### src/rtl/fbdp_pkg.sv
package fbdp_pkg;
    localparam int SMP_W  = 14;
    localparam int OUT_W  = 14;
    localparam int RCP_W  = 16;
    localparam int IDX_W  = 8;
    localparam int GAIN_W = 3;
    localparam int SUM_W  = SMP_W + 1;
    localparam int PROD_W = SUM_W + RCP_W + 1;

    typedef struct packed {
        logic                    vld;
        logic signed [SUM_W-1:0] diff;
        logic        [SUM_W-1:0] mag;
    } st1_t;

    typedef struct packed {
        logic                    vld;
        logic signed [SUM_W-1:0] diff;
        logic        [RCP_W-1:0] rcp;
    } st2_t;

    typedef struct packed {
        logic                    vld;
        logic signed [OUT_W-1:0] pos;
    } st3_t;

    typedef struct packed {
        logic                    vld;
        logic signed [OUT_W-1:0] word;
        logic signed [OUT_W-1:0] acc;
    } st4_t;
endpackage

### src/rtl/fbdp_sumdiff.sv
module fbdp_sumdiff
    import fbdp_pkg::*;
(
    input  logic                    clk,
    input  logic                    rst_n,
    input  logic                    in_valid,
    input  logic signed [SMP_W-1:0] ch_a,
    input  logic signed [SMP_W-1:0] ch_b,
    output st1_t                    s1_q
);
    st1_t                    s1_d;
    logic signed [SUM_W-1:0] a_x;
    logic signed [SUM_W-1:0] b_x;
    logic signed [SUM_W-1:0] sum;

    always_comb begin
        a_x       = {ch_a[SMP_W-1], ch_a};
        b_x       = {ch_b[SMP_W-1], ch_b};
        sum       = a_x + b_x;
        s1_d.vld  = in_valid;
        s1_d.diff = a_x - b_x;
        // magnitude of the charge sum; -2^(SUM_W-1) maps to 2^(SUM_W-1) unsigned
        s1_d.mag  = sum[SUM_W-1] ? -sum : sum;
    end

    always_ff @(posedge clk or negedge rst_n) begin
        if (!rst_n) s1_q <= '0;
        else        s1_q <= s1_d;
    end
endmodule

### src/rtl/fbdp_recip_rom.sv
module fbdp_recip_rom #(
    parameter int IDX_W = 8,
    parameter int RCP_W = 16
) (
    input  logic [IDX_W-1:0] idx,
    output logic [RCP_W-1:0] rcp
);
    localparam int DEPTH = 2 ** IDX_W;
    localparam int FULL  = (2 ** RCP_W) - 1;

    logic [RCP_W-1:0] tbl [DEPTH];

    for (genvar i = 0; i < DEPTH; i++) begin : g_entry
        assign tbl[i] = RCP_W'(FULL / (i + 1));
    end

    assign rcp = tbl[idx];
endmodule

### src/rtl/fbdp_scale.sv
module fbdp_scale
    import fbdp_pkg::*;
#(
    parameter int NORM_SHIFT = 12
) (
    input  logic              clk,
    input  logic              rst_n,
    input  st1_t              s1_q,
    input  logic [GAIN_W-1:0] gain_sel,
    output st3_t              s3_q
);
    st2_t                     s2_d, s2_q;
    st3_t                     s3_d;
    logic        [RCP_W-1:0]  rcp;
    logic signed [PROD_W-1:0] diff_x;
    logic signed [PROD_W-1:0] rcp_x;
    logic signed [PROD_W-1:0] prod;
    logic signed [PROD_W-1:0] norm;
    logic signed [PROD_W-1:0] gained;

    fbdp_recip_rom #(
        .IDX_W (IDX_W),
        .RCP_W (RCP_W)
    ) i_rom (
        .idx (s1_q.mag[SUM_W-1 -: IDX_W]),
        .rcp (rcp)
    );

    always_comb begin
        s2_d.vld  = s1_q.vld;
        s2_d.diff = s1_q.diff;
        s2_d.rcp  = rcp;

        diff_x   = {{(PROD_W-SUM_W){s2_q.diff[SUM_W-1]}}, s2_q.diff};
        rcp_x    = {{(PROD_W-RCP_W){1'b0}}, s2_q.rcp};
        prod     = diff_x * rcp_x;
        norm     = prod >>> NORM_SHIFT;
        gained   = norm <<< gain_sel;
        s3_d.vld = s2_q.vld;
        s3_d.pos = gained[OUT_W-1:0];
    end

    always_ff @(posedge clk or negedge rst_n) begin
        if (!rst_n) begin
            s2_q <= '0;
            s3_q <= '0;
        end else begin
            s2_q <= s2_d;
            s3_q <= s3_d;
        end
    end
endmodule

### src/rtl/beam_fb_datapath.sv
module beam_fb_datapath
    import fbdp_pkg::*;
#(
    parameter int NORM_SHIFT = 12
) (
    input  logic              clk,
    input  logic              rst_n,
    input  logic              in_valid,
    input  logic [SMP_W-1:0]  ch_a,
    input  logic [SMP_W-1:0]  ch_b,
    input  logic [GAIN_W-1:0] gain_sel,
    input  logic              fb_en,
    input  logic              dly_en,
    input  logic              invert,
    input  logic              train_start,
    output logic              out_valid,
    output logic [OUT_W-1:0]  out_word
);
    st1_t                    s1_q;
    st3_t                    s3_q;
    st4_t                    s4_d, s4_q;
    logic signed [OUT_W-1:0] corr;

    fbdp_sumdiff i_front (
        .clk      (clk),
        .rst_n    (rst_n),
        .in_valid (in_valid),
        .ch_a     (ch_a),
        .ch_b     (ch_b),
        .s1_q     (s1_q)
    );

    fbdp_scale #(
        .NORM_SHIFT (NORM_SHIFT)
    ) i_scale (
        .clk      (clk),
        .rst_n    (rst_n),
        .s1_q     (s1_q),
        .gain_sel (gain_sel),
        .s3_q     (s3_q)
    );

    always_comb begin
        corr     = s3_q.pos + (dly_en ? s4_q.acc : '0);
        s4_d     = s4_q;
        s4_d.vld = s3_q.vld;
        if (s3_q.vld) begin
            if (fb_en) begin
                s4_d.word = invert ? -corr : corr;
                s4_d.acc  = corr;
            end else begin
                s4_d.word = '0;
            end
        end
        if (train_start) s4_d.acc = '0;
    end

    always_ff @(posedge clk or negedge rst_n) begin
        if (!rst_n) s4_q <= '0;
        else        s4_q <= s4_d;
    end

    assign out_valid = s4_q.vld;
    assign out_word  = s4_q.word;
endmodule

### config.mk
export PLATFORM = sky130hd
export DESIGN_NAME = beam_fb_datapath
export DESIGN_NICKNAME = d
export VERILOG_FILES = /design/src/rtl/fbdp_pkg.sv /design/src/rtl/fbdp_sumdiff.sv /design/src/rtl/fbdp_recip_rom.sv /design/src/rtl/fbdp_scale.sv /design/src/rtl/beam_fb_datapath.sv
export SDC_FILE = /design/constraint.sdc
export NUM_CORES = 1
export LEC_CHECK = 0
export BUFFER_PORTS_ARGS = -buffer_cell sky130_fd_sc_hd__buf_2
export CAP_MARGIN = 30
export CORE_ASPECT_RATIO = 0.7
export CORE_MARGIN = 5
export CORE_UTILIZATION = 30
export DETAILED_ROUTE_END_ITERATION = 8
export MAX_ROUTING_LAYER = met4
export PLACE_DENSITY_LB_ADDON = 0.05
export SLEW_MARGIN = 40
export SYNTH_ARGS = -nofsm -noshare
export SYNTH_HDL_FRONTEND = slang
export SYNTH_SLANG_ARGS = --single-unit
export TNS_END_PERCENT = 1
### constraint.sdc
create_clock -name clk -period 7.79 [get_ports clk]
set_input_delay 0.3895 -clock clk [delete_from_list [all_inputs] [get_ports clk]]
set_output_delay 0.3895 -clock clk [all_outputs]
set_load 0.05 [all_outputs]
==> impl_metrics.json <==
{
  "first_iter_violations": 1199,
  "io_pins": 53,
  "critPathRequiredTime_ns": 8.10,
  "cts_root_buffer": "clkbuf_16",
  "cpMaxStageDelayCell": "dfrtp_1",
  "rsz0062_at_grt": "false",
  "track_usage_pct": 18.2,
  "yosys_warnings": 0,
  "clk_pin_slew_ns": 0.08,
  "violations": "negative hold slack",
  "clock_latency_ns": 0.37,
  "status": "complete, but fails checks",
  "tightest_slew_ns": 0.929,
  "clockBufferDepth": 2,
  "synth_seq_cells": 100,
  "relSlewSlack_pct": 37.8,
  "drtPass1Iterations": 5,
  "cts_setup_buffers": 0,
  "cp-start-kind": "flip-flop",
  "grt_max_degree": 74,
  "worstReg2RegStart": "i_scale.diff_x[6]",
  "wl_per_cell_um": 19.6,
  "detail-route-antenna-nets": 0,
  "clock-skew-final_ns": 0.00851,
  "crit_path_end": "i_scale.s3_q[11]",
  "final_area_um2": 16700,
  "netlist.area_leader.share_pct": 22.4,
  "final_util_pct": 32.1,
  "grt_overflow": 0,
  "cap_violations": 0,
  "gp_congestion": 0.885,
  "path_cells": "nand2_1, fa_1, inv_1, fa_1, inv_1, fa_1, inv_1, fa_1, fa_1, inv_1, fa_1, inv_1, ha_1, a21oi_1, o21a_1, a2bb2oi_1, o211ai_4, a22o_1, a221oi_2, mux2i_1, a22oi_2, o31a_1",
  "yosys.area.top_type": "fa_1",
  "crit_fanout": 16,
  "die_w_um": 284,
  "final-setup-viol-count": 0,
  "drc": 0,
  "netlist_instances": 1923,
  "dp_hpwl_um": 39400,
  "nets": 2218,
  "synthFlopType": "dfrtp_1",
  "slowest_delay_ns": 0.83,
  "min_period_ns": 6.80,
  "drv_slew": 0,
  "crit_arrival_ns": 7.11,
  "numPortBuffers": 52,
  "htree_levels": 3,
  "worstSetupStartpoint": "i_scale.diff_x[6]",
  "cts_made_buffers": 9,
  "instances_no_fill": 2561,
  "crit_type": "reg -> reg",
  "core_area_um2": 52100,
  "vias_per_cell": 5.13,
  "cts-resized-gates": 0,
  "placed_area_um2": 16400,
  "timing.hold.ws_ns": -0.00205,
  "synth_nets": 2269,
  "synth.distinct_cells": 83,
  "r2r_cells": 22,
  "routed_wl_um": 50200,
  "cts_tree": "done",
  "setup-tns-final_ns": 0,
  "cts_sinks": 100,
  "start_util_pct": 30.2,
  "core.rowCount": 70,
  "fmax_mhz": 147,
  "die_h_um": 202,
  "async_flop_share_pct": 100,
  "reg2reg_to": "i_scale.s3_q[11]",
  "grt_first_pass_wirelength_um": 80500,
  "dpl.cell_count": 2545,
  "hold_violations": 1,
  "ff2ff_setup_slack_ns": 0.99,
  "cp_common_cell": "fa_1",
  "avgSynthCellArea_um2": 8.19,
  "cp-end-kind": "flip-flop",
  "grt_pass1_vias": 13300,
  "synth-seq-area-share_pct": 15.9,
  "grt_antenna_before_repair": 3,
  "synthToLayoutAreaGrowth_pct": 6.37,
  "timing.final.crit_share_pct": 87.3,
  "drive_gt1_share_pct": 6.07,
  "synth_edf_count": 0,
  "ctsHoldBuffers": 0,
  "syn_area_um2": 15700,
  "synth_area_leaders": "fa_1 (22%), dfrtp_1 (16%), ha_1 (10%), inv_1 (6.4%), nand2_1 (5.9%)",
  "min_path_type": "in -> async",
  "antenna_cells": 0,
  "num_vias": 13100,
  "die_area_um2": 57200,
  "num-fill-cells": 5548
}
cell usage after synthesis, types with 18 or more instances:
library cell,count
nor2_1,106
nor2b_1,18
inv_1,270
nand2_1,247
and2_1,107
o22ai_1,24
a211oi_1,23
clkbuf_1,105
xnor2_1,47
a21oi_1,111
nor3_1,37
nand3_1,18
xor2_1,23
nand2b_1,25
mux2i_1,20
dfrtp_1,100
o21ai_0,103
o211ai_1,22
ha_1,132
fa_1,176
worst min-delay path by stage:
| stage | startpoint | to | cells past startpoint |
|---|---|---|---|
| finish | rst_n | i_scale.s3_q[5] | 1 |
| CTS | rst_n | s4_q[8] | 1 |
| global route | rst_n | i_scale.s3_q[3] | 1 |
| global placement | i_front.s1_q[25] | i_scale.diff_x[10] | 0 |
| floorplan | rst_n | i_front.s1_q[10] | 0 |
| detailed placement | i_front.s1_q[23] | i_scale.diff_x[8] | 0 |
routing by layer:
metal  vias up  wire length, um  share of wire, %  global-route usage (%)
li1       6213                -                 -                       -
met1      6470            26900                54                    29.1
met2       414            19600                39                    24.1
met3        29             3390               6.7                    3.25
met4         0              368              0.73                    2.35
met5         -                0                 0                       -
final cells by class:
type	instances	area, um2	share of cell area [%]
Multi-Input combinational cell	1420	11700	69.7
Tap cell	684	856	5.11
Clock buffer	10	229	1.37
Sequential cell	100	2510	15.0
Clock inverter	6	61.3	0.366
Inverter	273	1020	6.12
Timing Repair Buffer	68	387	2.31
sequential cells by signal, summed over array words and instances (netlist names):
name            count
i_scale.rcp_x      16
out_word           14
out_valid           1
i_scale.s2_q        1
i_scale.s3_q       15
i_scale.diff_x     15
i_front.s1_q       24
s4_q               14
worst max-delay path: cells and delay by family, from the launching register on:
kind	cells	cell delay [ns]
fa+ha+maj	7	3.37
mux	1	0.16
buf+inv	5	0.25
compound gates	8	1.89
simple gates	1	0.20
flops	1	0.83
cell families (layout without fill, tap and decap cells):
| logic type | count (synthesis) | in the layout | share of synthesized area (%) |
|---|---|---|---|
| buf+inv | 403 | 357 | 9.95 |
| xor+xnor | 70 | 70 | 3.89 |
| flops | 100 | 100 | 15.9 |
| fa+ha+maj | 309 | 309 | 32.9 |
| compound gates | 412 | 412 | 17.3 |
| mux | 24 | 24 | 1.77 |
| simple gates | 605 | 605 | 18.3 |
metrics by stage:
stage | worst slack [ns] | hold slack [ns]
after floorplan | 1.59 | 0.0939
final | 0.991 | -0.00205
after detailed placement | 0.996 | 0.335
after CTS | 0.970 | 0.00641
after global placement | 1.07 | 0.332
after global routing | 0.635 | 0.0326
cells in the final DEF, fill, tap and decap left out, types with 51 or more instances in the layout:
| cell | instances |
|---|---|
| a21oi_1 | 111 |
| and2_1 | 107 |
| buf_2 | 51 |
| dfrtp_1 | 95 |
| fa_1 | 176 |
| ha_1 | 132 |
| inv_1 | 270 |
| nand2_1 | 246 |
| nor2_1 | 106 |
| o21ai_0 | 103 |
Power is left out: the tool's default activity adds up to more than one toggle a clock period on the data nets, which glitch-free logic cannot reach.
